--- config.mk ---
export PLATFORM = sky130hd
export DESIGN_NAME = byte_alu
export DESIGN_NICKNAME = d
export VERILOG_FILES = /design/src/rtl/byte_alu_pkg.sv /design/src/rtl/byte_alu_addsub.sv /design/src/rtl/byte_alu_logic.sv /design/src/rtl/byte_alu_shift.sv /design/src/rtl/byte_alu_flags.sv /design/src/rtl/byte_alu.sv
export SDC_FILE = /design/constraint.sdc
export NUM_CORES = 1
export LEC_CHECK = 0
export BUFFER_PORTS_ARGS = -buffer_cell sky130_fd_sc_hd__buf_2
export CORE_MARGIN = 2
export CORE_UTILIZATION = 35
export DETAILED_ROUTE_END_ITERATION = 16
export PLACE_DENSITY = 0.54
export SYNTH_ARGS = -nofsm -noshare
export SYNTH_HDL_FRONTEND = slang
export SYNTH_SLANG_ARGS = --single-unit
--- constraint.sdc ---
create_clock -name clk -period 4.7 [get_ports clk]
set_clock_uncertainty 0.1 [all_clocks]
set_input_delay 0.47 -clock clk [delete_from_list [all_inputs] [get_ports clk]]
set_output_delay 0.47 -clock clk [all_outputs]
set_load 0.02 [all_outputs]
--- src/rtl/byte_alu_pkg.sv ---
package byte_alu_pkg;
   typedef enum logic [1:0] {
      CLS_ARITH = 2'b00,
      CLS_LOGIC = 2'b01,
      CLS_SHIFT = 2'b10,
      CLS_PASS  = 2'b11
   } op_class_e;

   // sub-operation codes inside the shift class
   localparam logic [1:0] SH_LSL = 2'd0;
   localparam logic [1:0] SH_LSR = 2'd1;
   localparam logic [1:0] SH_ROL = 2'd2;
   localparam logic [1:0] SH_ROR = 2'd3;
endpackage

--- src/rtl/byte_alu_addsub.sv ---
module byte_alu_addsub #(
   parameter int W = 8
) (
   input  logic [W-1:0] a_i,
   input  logic [W-1:0] b_i,
   input  logic [1:0]   fn_i,
   input  logic         cin_i,
   output logic [W-1:0] r_o,
   output logic         c_o,
   output logic         z_o
);
   logic         use_c;
   logic         is_sub;
   logic [W:0]   wide;

   assign is_sub = fn_i[1];
   assign use_c  = fn_i[0] & cin_i;

   always_comb begin
      if (is_sub)
         wide = {1'b0, a_i} - {1'b0, b_i} - {{W{1'b0}}, use_c};
      else
         wide = {1'b0, a_i} + {1'b0, b_i} + {{W{1'b0}}, use_c};
   end

   assign r_o = wide[W-1:0];
   assign c_o = wide[W];
   assign z_o = (wide[W-1:0] == '0);
endmodule

--- src/rtl/byte_alu_logic.sv ---
module byte_alu_logic #(
   parameter int W = 8
) (
   input  logic [W-1:0] a_i,
   input  logic [W-1:0] b_i,
   input  logic [1:0]   fn_i,
   output logic [W-1:0] r_o,
   output logic         z_o
);
   always_comb begin
      unique case (fn_i)
         2'd0:    r_o = a_i & b_i;
         2'd1:    r_o = a_i | b_i;
         2'd2:    r_o = a_i ^ b_i;
         default: r_o = a_i & ~b_i;
      endcase
   end

   assign z_o = (r_o == '0);
endmodule

--- src/rtl/byte_alu_shift.sv ---
module byte_alu_shift
   import byte_alu_pkg::*;
#(
   parameter int W       = 8,
   parameter int VARIANT = 1,
   localparam int CW     = $clog2(W)
) (
   input  logic [W-1:0]  a_i,
   input  logic [CW-1:0] n_i,
   input  logic [1:0]    fn_i,
   input  logic          cin_i,
   output logic [W-1:0]  r_o,
   output logic          c_o,
   output logic          z_o
);
   logic [W-1:0] r_raw;
   logic         c_raw;

   if (VARIANT != 0 && VARIANT != 1) begin : g_bad_variant
      $error("byte_alu_shift: VARIANT must be 0 or 1");
   end

   if (VARIANT == 0) begin : g_indexed
      logic [CW-1:0] idx_l;
      logic [CW-1:0] idx_r;
      always_comb begin
         idx_l = CW'(W - int'(n_i));
         idx_r = n_i - 1'b1;
         unique case (fn_i)
            SH_LSL: begin r_raw = a_i << n_i; c_raw = a_i[idx_l]; end
            SH_LSR: begin r_raw = a_i >> n_i; c_raw = a_i[idx_r]; end
            SH_ROL: begin r_raw = (a_i << n_i) | (a_i >> idx_l); c_raw = a_i[idx_l]; end
            default: begin r_raw = (a_i >> n_i) | (a_i << idx_l); c_raw = a_i[idx_r]; end
         endcase
      end
   end else begin : g_wide
      logic [2*W-1:0] t;
      always_comb begin
         unique case (fn_i)
            SH_LSL: begin
               t = {{W{1'b0}}, a_i} << n_i;
               r_raw = t[W-1:0];
               c_raw = t[W];
            end
            SH_LSR: begin
               t = {a_i, {W{1'b0}}} >> n_i;
               r_raw = t[2*W-1:W];
               c_raw = t[W-1];
            end
            SH_ROL: begin
               t = {a_i, a_i} << n_i;
               r_raw = t[2*W-1:W];
               c_raw = t[W];
            end
            default: begin
               t = {a_i, a_i} >> n_i;
               r_raw = t[W-1:0];
               c_raw = t[W-1];
            end
         endcase
      end
   end

   // a zero count moves no bit out: operand passes, carry is retained
   assign r_o = (n_i == '0) ? a_i   : r_raw;
   assign c_o = (n_i == '0) ? cin_i : c_raw;
   assign z_o = (r_o == '0);
endmodule

--- src/rtl/byte_alu_flags.sv ---
module byte_alu_flags (
   input  logic clk,
   input  logic rst_n,
   input  logic we_i,
   input  logic z_d_i,
   input  logic c_d_i,
   output logic z_q_o,
   output logic c_q_o
);
   always_ff @(posedge clk or negedge rst_n) begin
      if (!rst_n) begin
         z_q_o <= 1'b0;
         c_q_o <= 1'b0;
      end else if (we_i) begin
         z_q_o <= z_d_i;
         c_q_o <= c_d_i;
      end
   end


   flag_hold_chk: assert property (@(posedge clk) disable iff (!rst_n)
      !we_i |=> $stable({z_q_o, c_q_o}));


   flag_load_chk: assert property (@(posedge clk) disable iff (!rst_n)
      we_i |=> ({z_q_o, c_q_o} == $past({z_d_i, c_d_i})));
endmodule

--- src/rtl/byte_alu.sv ---
module byte_alu
   import byte_alu_pkg::*;
#(
   parameter int W             = 8,
   parameter int SHIFT_VARIANT = 1,
   localparam int CW           = $clog2(W)
) (
   input  logic          clk,
   input  logic          rst_n,
   input  logic [3:0]    op_i,
   input  logic [W-1:0]  a_i,
   input  logic [W-1:0]  b_reg_i,
   input  logic [W-1:0]  imm_i,
   input  logic          use_imm_i,
   input  logic [CW-1:0] shamt_i,
   input  logic          flag_we_i,
   output logic [W-1:0]  result_o,
   output logic          z_next_o,
   output logic          c_next_o,
   output logic          z_o,
   output logic          c_o
);
   if (W < 2 || (W & (W - 1)) != 0) begin : g_bad_width
      $error("byte_alu: W must be a power of two of at least 2");
   end

   op_class_e    cls;
   logic [1:0]   fn;
   logic [W-1:0] b_sel;
   logic [W-1:0] r_ar, r_lg, r_sh;
   logic         c_ar, c_sh;
   logic         z_ar, z_lg, z_sh;

   assign cls   = op_class_e'(op_i[3:2]);
   assign fn    = op_i[1:0];
   assign b_sel = use_imm_i ? imm_i : b_reg_i;

   byte_alu_addsub #(.W(W)) u_addsub (
      .a_i(a_i), .b_i(b_sel), .fn_i(fn), .cin_i(c_o),
      .r_o(r_ar), .c_o(c_ar), .z_o(z_ar)
   );

   byte_alu_logic #(.W(W)) u_logic (
      .a_i(a_i), .b_i(b_sel), .fn_i(fn),
      .r_o(r_lg), .z_o(z_lg)
   );

   byte_alu_shift #(.W(W), .VARIANT(SHIFT_VARIANT)) u_shift (
      .a_i(a_i), .n_i(shamt_i), .fn_i(fn), .cin_i(c_o),
      .r_o(r_sh), .c_o(c_sh), .z_o(z_sh)
   );

   always_comb begin
      unique case (cls)
         CLS_ARITH: begin result_o = r_ar;  z_next_o = z_ar; c_next_o = c_ar; end
         CLS_LOGIC: begin result_o = r_lg;  z_next_o = z_lg; c_next_o = 1'b0; end
         CLS_SHIFT: begin result_o = r_sh;  z_next_o = z_sh; c_next_o = c_sh; end
         default:   begin result_o = b_sel; z_next_o = z_o;  c_next_o = c_o;  end
      endcase
   end

   byte_alu_flags u_flags (
      .clk(clk), .rst_n(rst_n), .we_i(flag_we_i),
      .z_d_i(z_next_o), .c_d_i(c_next_o),
      .z_q_o(z_o), .c_q_o(c_o)
   );


   pass_flags_hold_chk: assert property (@(posedge clk) disable iff (!rst_n)
      (cls == CLS_PASS) |-> (z_next_o == z_o && c_next_o == c_o));


   zero_flag_chk: assert property (@(posedge clk) disable iff (!rst_n)
      (cls != CLS_PASS) |-> (z_next_o == (result_o == '0)));


   logic_carry_clear_chk: assert property (@(posedge clk) disable iff (!rst_n)
      (cls == CLS_LOGIC) |-> !c_next_o);


   zero_count_chk: assert property (@(posedge clk) disable iff (!rst_n)
      (cls == CLS_SHIFT && shamt_i == '0) |-> (c_next_o == c_o && result_o == a_i));
endmodule

==> results.py, run 1 <==
metrics = {
    "clock_tree": {
        "clkLatencyLatePin_ns": 0.21,
        "clock_path_buffers": 2,
        "cts_num_sinks": 2,
        "cts_tree": "done",
        "path_clk_slew_ns": 0.03,
        "cts-buffers-inserted": 3,
        "h-tree-depth": 1,
        "clockRootBuffer": "clkbuf_8",
    },
    "global_routing": {
        "track_usage_pct": 22.5,
        "grt_pass1_vias": 3274,
        "antenna_found_initial": 0,
        "grt_max_degree": 39,
        "grt_pass1_wl_mm": 17.7,
        "gr-total-overflow": 0,
    },
    "route": {
        "route.detailed.drc": 0,
        "routedWlPerCell_um": 19.9,
        "viasPerCell": 6.13,
        "first_pass_iters": 5,
        "ant_nets": 0,
        "vias": 3381,
        "drt_iter0_drc": 305,
        "wl_mm": 11.0,
    },
    "floorplanning": {
        "pin_count": 47,
        "die_h_um": 98.1,
        "start_util_pct": 35.9,
        "dieArea_um2": 9630,
        "coreArea_um2": 8640,
        "rows": 34,
        "die_w_um": 98.1,
    },
    "finish": {
        "final_nets": 518,
        "final_util_pct": 39.7,
        "drive_above_1_share_pct": 20.9,
        "areaGrowthSynthToFinish_pct": 10.5,
        "fill_cells": 957,
        "num_antenna_cells": 0,
    },
    "synth": {
        "synth_area_um2": 3100,
        "yosys_warnings": 0,
        "synth_edf_count": 0,
        "yosysTopAreaCellShare_pct": 13.3,
        "avgSynthCellArea_um2": 7.44,
        "yosysTopAreaCell": "ha_1",
        "async_flop_share_pct": 100,
        "syn_nets": 489,
        "ys_ff_latch": 2,
        "synth.distinct_cells": 69,
        "seq_area_frac_synth_pct": 1.61,
        "synthCells": 417,
        "ys.flop_type": "dfrtp_1",
        "synth_area_leaders": "ha_1, mux4_2, mux2i_1",
    },
    "sta": {
        "tns_ns": 0,
        "fin_crit_ns": 4.53,
        "slew_headroom_pct": 46.5,
        "rsz0062_at_grt": "no",
        "setup_viol_count_final": 0,
        "fin_crit_sh_pct": 96.4,
        "final_hold_viol_count": 0,
        "drv_slew": 0,
        "fmax_ghz": 0.221,
        "worst_pin_slew_ns": 0.803,
    },
    "pwr": {
        "power_density_nw_per_um2": 171,
        "p_leak_nw": 1.49,
        "irDropWorstVdd_v": 0.0000591,
    },
    "place": {
        "dp_hpwl_mm": 8.27,
        "gp_congestion": 0.920,
        "port_buffers": 46,
    },
    "run_status": {
        "status": "complete, no violations",
    },
    "critical_path": {
        "rr_startpoint": "u_flags.c_q_o",
        "arrival_ns": 3.96,
        "cp-end-kind": "output pin",
        "crit_type": "flip-flop to output pin",
        "path_max_fanout": 3,
        "rr_worst_depth": 14,
        "reg2reg_to": "u_flags.z_q_o",
        "reg2reg_slack_ns": 0.87,
        "cp.required_ns": 4.13,
        "crit_path_start_kind": "flip-flop",
    },
    "min_path": {
        "worstHoldStart": "flag_we_i",
        "min_to": "u_flags.c_q_o",
        "hold_class": "primary input to flip-flop",
        "holdPathStages": 2,
    },
    "flow_run": {
        "max-cap-violations": 0,
    },
}
metal layers:
layer  vias up  global-route usage (%)  wire, µm
met4         0                    6.73       253
met3        21                    2.65       493
met5         -                       0         0
li1       1616                       -         -
met1      1621                    30.9      4930
met2       123                    37.0      5300
report_power, final:
part / internal, mW / switching (mW) / leakage, nW / total (mW)
Sequential: 0.0198 / 0.00316 / 0.0244 / 0.0229
Combinational: 0.200 / 0.295 / 1.44 / 0.495
Clock: 0.0541 / 0.0131 / 0.0216 / 0.0672
cells in the final DEF, fill, tap and decap left out, types with 3 or more instances in the layout:
master     synthesis  layout
nor2b_1            5       5
o31ai_1            6       6
inv_1             31      31
nand2_1           38      38
buf_2             12      45
mux2i_1           21      21
o221ai_1           7       7
mux4_2            11      11
nor2_1            23      23
a21o_1             4       4
o22ai_1            4       4
fa_1               4       3
mux2_2             6       6
ha_1              33      33
o21a_1             8       8
a31oi_1            9       9
a2bb2oi_1          4       4
nor3_1            11      11
nor4_1             4       3
buf_4              2      13
clkbuf_8           0       3
o32ai_1            6       6
xnor2_1           11      11
xor2_1             5       5
nand4_1            3       3
nand3_1            9       9
a211oi_1           7       7
o21ai_0           30      29
a21oi_1           24      24
nand2b_1           5       5
a221oi_1           3       3
registers in the layout, indices dropped and copies added (netlist names):
name           count
u_flags.c_q_o      1
u_flags.z_q_o      1
cells in the mapped netlist, drive strengths merged (5+ instances only):
library cell	number
buf	21
ha	33
o32ai	6
inv	33
mux2	7
clkbuf	14
mux4	12
mux2i	21
o31ai	6
xnor2	11
nor3	11
nand3	9
o21ai	31
o21a	8
o221ai	7
a21oi	24
a211oi	8
xor2	5
nand2b	5
a31oi	9
nor2	23
nor2b	5
nand2	38
critical path: stages, from the launching register on:
cell and delay (ns):
dfrtp_1 0.42, and2_4 0.18, inv_1 0.05, fa_1 0.55
inv_1 0.05, ha_1 0.18, or2_1 0.25, fa_2 0.36
o21ai_2 0.17, nand2b_1 0.09, xnor2_1 0.15, o22ai_1 0.14
nor4_2 0.27, or4bb_4 0.57, a31oi_1 0.14, buf_4 0.16
cell type report:
cell class                      count  area, µm²  area share (%)
Clock buffer                        3       41.3            1.21
Inverter                           34        128            3.73
Multi-Input combinational cell    346       2740            79.9
Sequential cell                     2       50.0            1.46
Tap cell                          108        135            3.94
Timing Repair Buffer               59        333            9.72
kinds of logic after synthesis:
family	Yosys count	synth area share (%)
flops	2	1.61
fa+ha+maj	37	15.9
simple gates	115	18.1
mux	40	18.3
xor+xnor	16	4.52
buf+inv	69	10.7
compound gates	138	31.0
worst max path at each step:
stage / cells after the start / slack, ns / end / startpoint
after floorplan: 15 / 0.24 / z_next_o / use_imm_i
after global placement: 16 / 0.16 / z_next_o / use_imm_i
after detailed placement: 16 / 0.12 / z_next_o / use_imm_i
final: 15 / 0.17 / z_next_o / u_flags.c_q_o
after CTS: 16 / 0.12 / z_next_o / use_imm_i
after global routing: 15 / 0.0006 / z_next_o / u_flags.c_q_o
metrics by stage:
stage	cell area (µm²)	cells	power, mW	hold WS (ns)	setup WS (ns)
after floorplan	3100	417	0.374	0.0744	0.239
after global placement	3350	547	0.499	0.156	0.157
after detailed placement	3350	547	0.501	0.158	0.118
after CTS	3400	551	0.573	0.398	0.116
after global routing	3430	552	0.639	0.408	0.000645
final	3430	552	0.586	0.401	0.170
what timing repair did:
| item | CTS | global route |
|---|---|---|
| setup endpoints to repair | 0 | 1 |
| setup buffers | 0 | 1 |
| hold endpoints to repair | 2 | 0 |
| resized for setup | 0 | 7 |
| hold buffers | 1 | 0 |
(Power assumes the default switching activity.)
==> run 2: changes to the inputs <==
--- a/config.mk
+++ b/config.mk
@@ -9,7 +9,9 @@
 export CORE_MARGIN = 2
 export CORE_UTILIZATION = 35
 export DETAILED_ROUTE_END_ITERATION = 16
+export GPL_TIMING_DRIVEN = 1
 export PLACE_DENSITY = 0.54
+export SETUP_SLACK_MARGIN = 0.3
 export SYNTH_ARGS = -nofsm -noshare
 export SYNTH_HDL_FRONTEND = slang
 export SYNTH_SLANG_ARGS = --single-unit
==> constraint.sdc (replaced) <==
create_clock -name clk -period 4.7 [get_ports clk]
set_clock_uncertainty 0.1 [all_clocks]
set_input_delay 0.47 -clock clk [delete_from_list [all_inputs] [get_ports clk]]
set_output_delay 0.47 -clock clk [all_outputs]
set_load 0.05 [all_outputs]
==> results.py, run 2 (synthesis results as in run 1) <==
metrics = {
    "place": {
        "gp_congestion": 0.942,
        "dp_hpwl_mm": 8.25,
        "port_buffers": 46,
    },
    "floorplanning": {
        "pin_count": 47,
        "rows": 34,
        "start_util_pct": 35.9,
        "die_h_um": 98.1,
        "dieArea_um2": 9630,
        "coreArea_um2": 8640,
        "die_w_um": 98.1,
    },
    "route": {
        "drt_iter0_drc": 278,
        "first_pass_iters": 5,
        "wl_mm": 10.7,
        "route.detailed.drc": 0,
        "vias": 3397,
        "ant_nets": 0,
        "routedWlPerCell_um": 19.2,
        "viasPerCell": 6.09,
    },
    "pwr": {
        "clkPwrFrac_pct": 10.3,
        "p_leak_nw": 1.52,
        "p_int_mw": 0.287,
        "switching_share_pct": 55.2,
        "power_density_nw_per_um2": 183,
        "irDropWorstVdd_v": 0.0000622,
        "total_power_mw": 0.640,
        "p_switching_mw": 0.353,
        "seq_power_share_pct": 3.5,
        "p_comb_share_pct": 86.1,
    },
    "critical_path": {
        "crit_type": "flip-flop to output pin",
        "arrival_ns": 3.86,
        "path_max_fanout": 3,
        "cp.required_ns": 4.13,
        "cp-end-kind": "output pin",
        "reg2reg_slack_ns": 1.05,
        "crit_path_start_kind": "flip-flop",
        "rr_startpoint": "u_flags.c_q_o",
        "reg2reg_to": "u_flags.z_q_o",
        "rr_worst_depth": 15,
    },
    "min_path": {
        "holdPathStages": 2,
        "worstHoldStart": "flag_we_i",
        "hold_class": "primary input to flip-flop",
        "min_to": "u_flags.c_q_o",
    },
    "finish": {
        "final_nets": 524,
        "layout_common_cells": "buf_2, nand2_1, ha_1",
        "biggestRegsByFlops": "u_flags.c_q_o (1), u_flags.z_q_o (1)",
        "areaGrowthSynthToFinish_pct": 13.1,
        "num_antenna_cells": 0,
        "drive_above_1_share_pct": 22.9,
        "layout_commonest_cell": "buf_2",
    },
    "clock_tree": {
        "cts_num_sinks": 2,
        "cts_tree": "done",
        "path_clk_slew_ns": 0.03,
        "clockRootBuffer": "clkbuf_8",
        "clock_path_buffers": 2,
        "h-tree-depth": 1,
        "cts-buffers-inserted": 3,
        "clkLatencyLatePin_ns": 0.21,
    },
    "global_routing": {
        "grt_max_degree": 39,
        "track_usage_pct": 21.8,
        "grt_pass1_wl_mm": 17.0,
        "gr-total-overflow": 0,
        "antenna_found_initial": 0,
        "grt_pass1_vias": 3143,
    },
    "sta": {
        "worst_pin_slew_ns": 0.867,
        "tns_ns": 0,
        "drv_slew": 0,
        "fin_crit_sh_pct": 94.3,
        "slew_headroom_pct": 42.2,
        "fmax_ghz": 0.226,
        "rsz0062_at_grt": "yes",
        "final_hold_viol_count": 0,
        "fin_crit_ns": 4.43,
        "setup_viol_count_final": 0,
    },
    "flow_run": {
        "max-cap-violations": 0,
    },
    "run_status": {
        "status": "complete, no violations",
    },
}
[run 2: cell count changes in the layout (fill, tap and decap cells not counted), sizes merged]
cell	previous run	this run
buf	58	63
clkbuf	3	4
[run 2: repair_timing]
action	CTS	global route
hold buffers	1	0
gates cloned	0	0
setup buffers	0	0
endpoints found under the hold margin	2	0
endpoints found under the setup margin	2	2
pin swaps	2	0
resized for setup	8	5
[run 2: final cells by class]
type / count / area [µm²]
clock buffers: 3 / 41.3
fillers: 887 / 5130
inverters: 34 / 128
multi-input cells: 346 / 2770
flip-flops and latches: 2 / 50.0
well taps: 108 / 135
repair buffers: 65 / 384
[run 2: power by group through the flow]
stage / combinational (mW) / clock (mW) / sequential (mW)
after floorplan: 0.388 / 0 / 0.0305
after global placement: 0.532 / 0 / 0.0229
after detailed placement: 0.533 / 0 / 0.0226
after CTS: 0.541 / 0.0685 / 0.0226
after global routing: 0.598 / 0.0688 / 0.0230
final: 0.551 / 0.0661 / 0.0227
[run 2: worst max-delay path by stage]
stage,startpoint,endpoint,slack [ns],cells past startpoint
3_3_place_gp,use_imm_i,z_next_o,0.05,16
6_report,u_flags.c_q_o,z_next_o,0.27,16
5_1_grt,u_flags.c_q_o,z_next_o,0.1,16
4_1_cts,u_flags.c_q_o,z_next_o,0.26,16
2_1_floorplan,use_imm_i,z_next_o,0.20,15
3_5_place_dp,use_imm_i,z_next_o,0.002,16
[run 2: routing by layer]
metal / wire length [µm] / track usage (%) / vias up
li1: - / - / 1636
met1: 4580 / 29.7 / 1593
met2: 5140 / 36.6 / 152
met3: 768 / 2.29 / 16
met4: 226 / 6.09 / 0
met5: 0 / 0 / -
[run 2: worst max-delay path, stage by stage, from the launching register on]
cell and delay [ns]:
dfrtp_1 0.42, and2_4 0.18, inv_1 0.05, fa_1 0.56, inv_1 0.06, ha_1 0.18
or2_1 0.26, fa_2 0.35, o21ai_2 0.14, buf_4 0.13, a211oi_2 0.06, xnor2_1 0.14
nand2_1 0.07, o21ai_1 0.12, or4bb_4 0.59, a31oi_4 0.16, buf_6 0.18
[run 2: metrics by stage]
step	setup WS [ns]	util (%)	std cells	hold WS (ns)	area (µm²)
global placement	0.0533	39.6	554	0.156	3420
global route	0.0968	40.6	558	0.423	3510
detailed placement	0.00178	39.6	554	0.162	3420
finish	0.269	40.6	558	0.417	3510
CTS	0.264	40.4	558	0.403	3490
floorplan	0.202	-	417	0.0744	3120
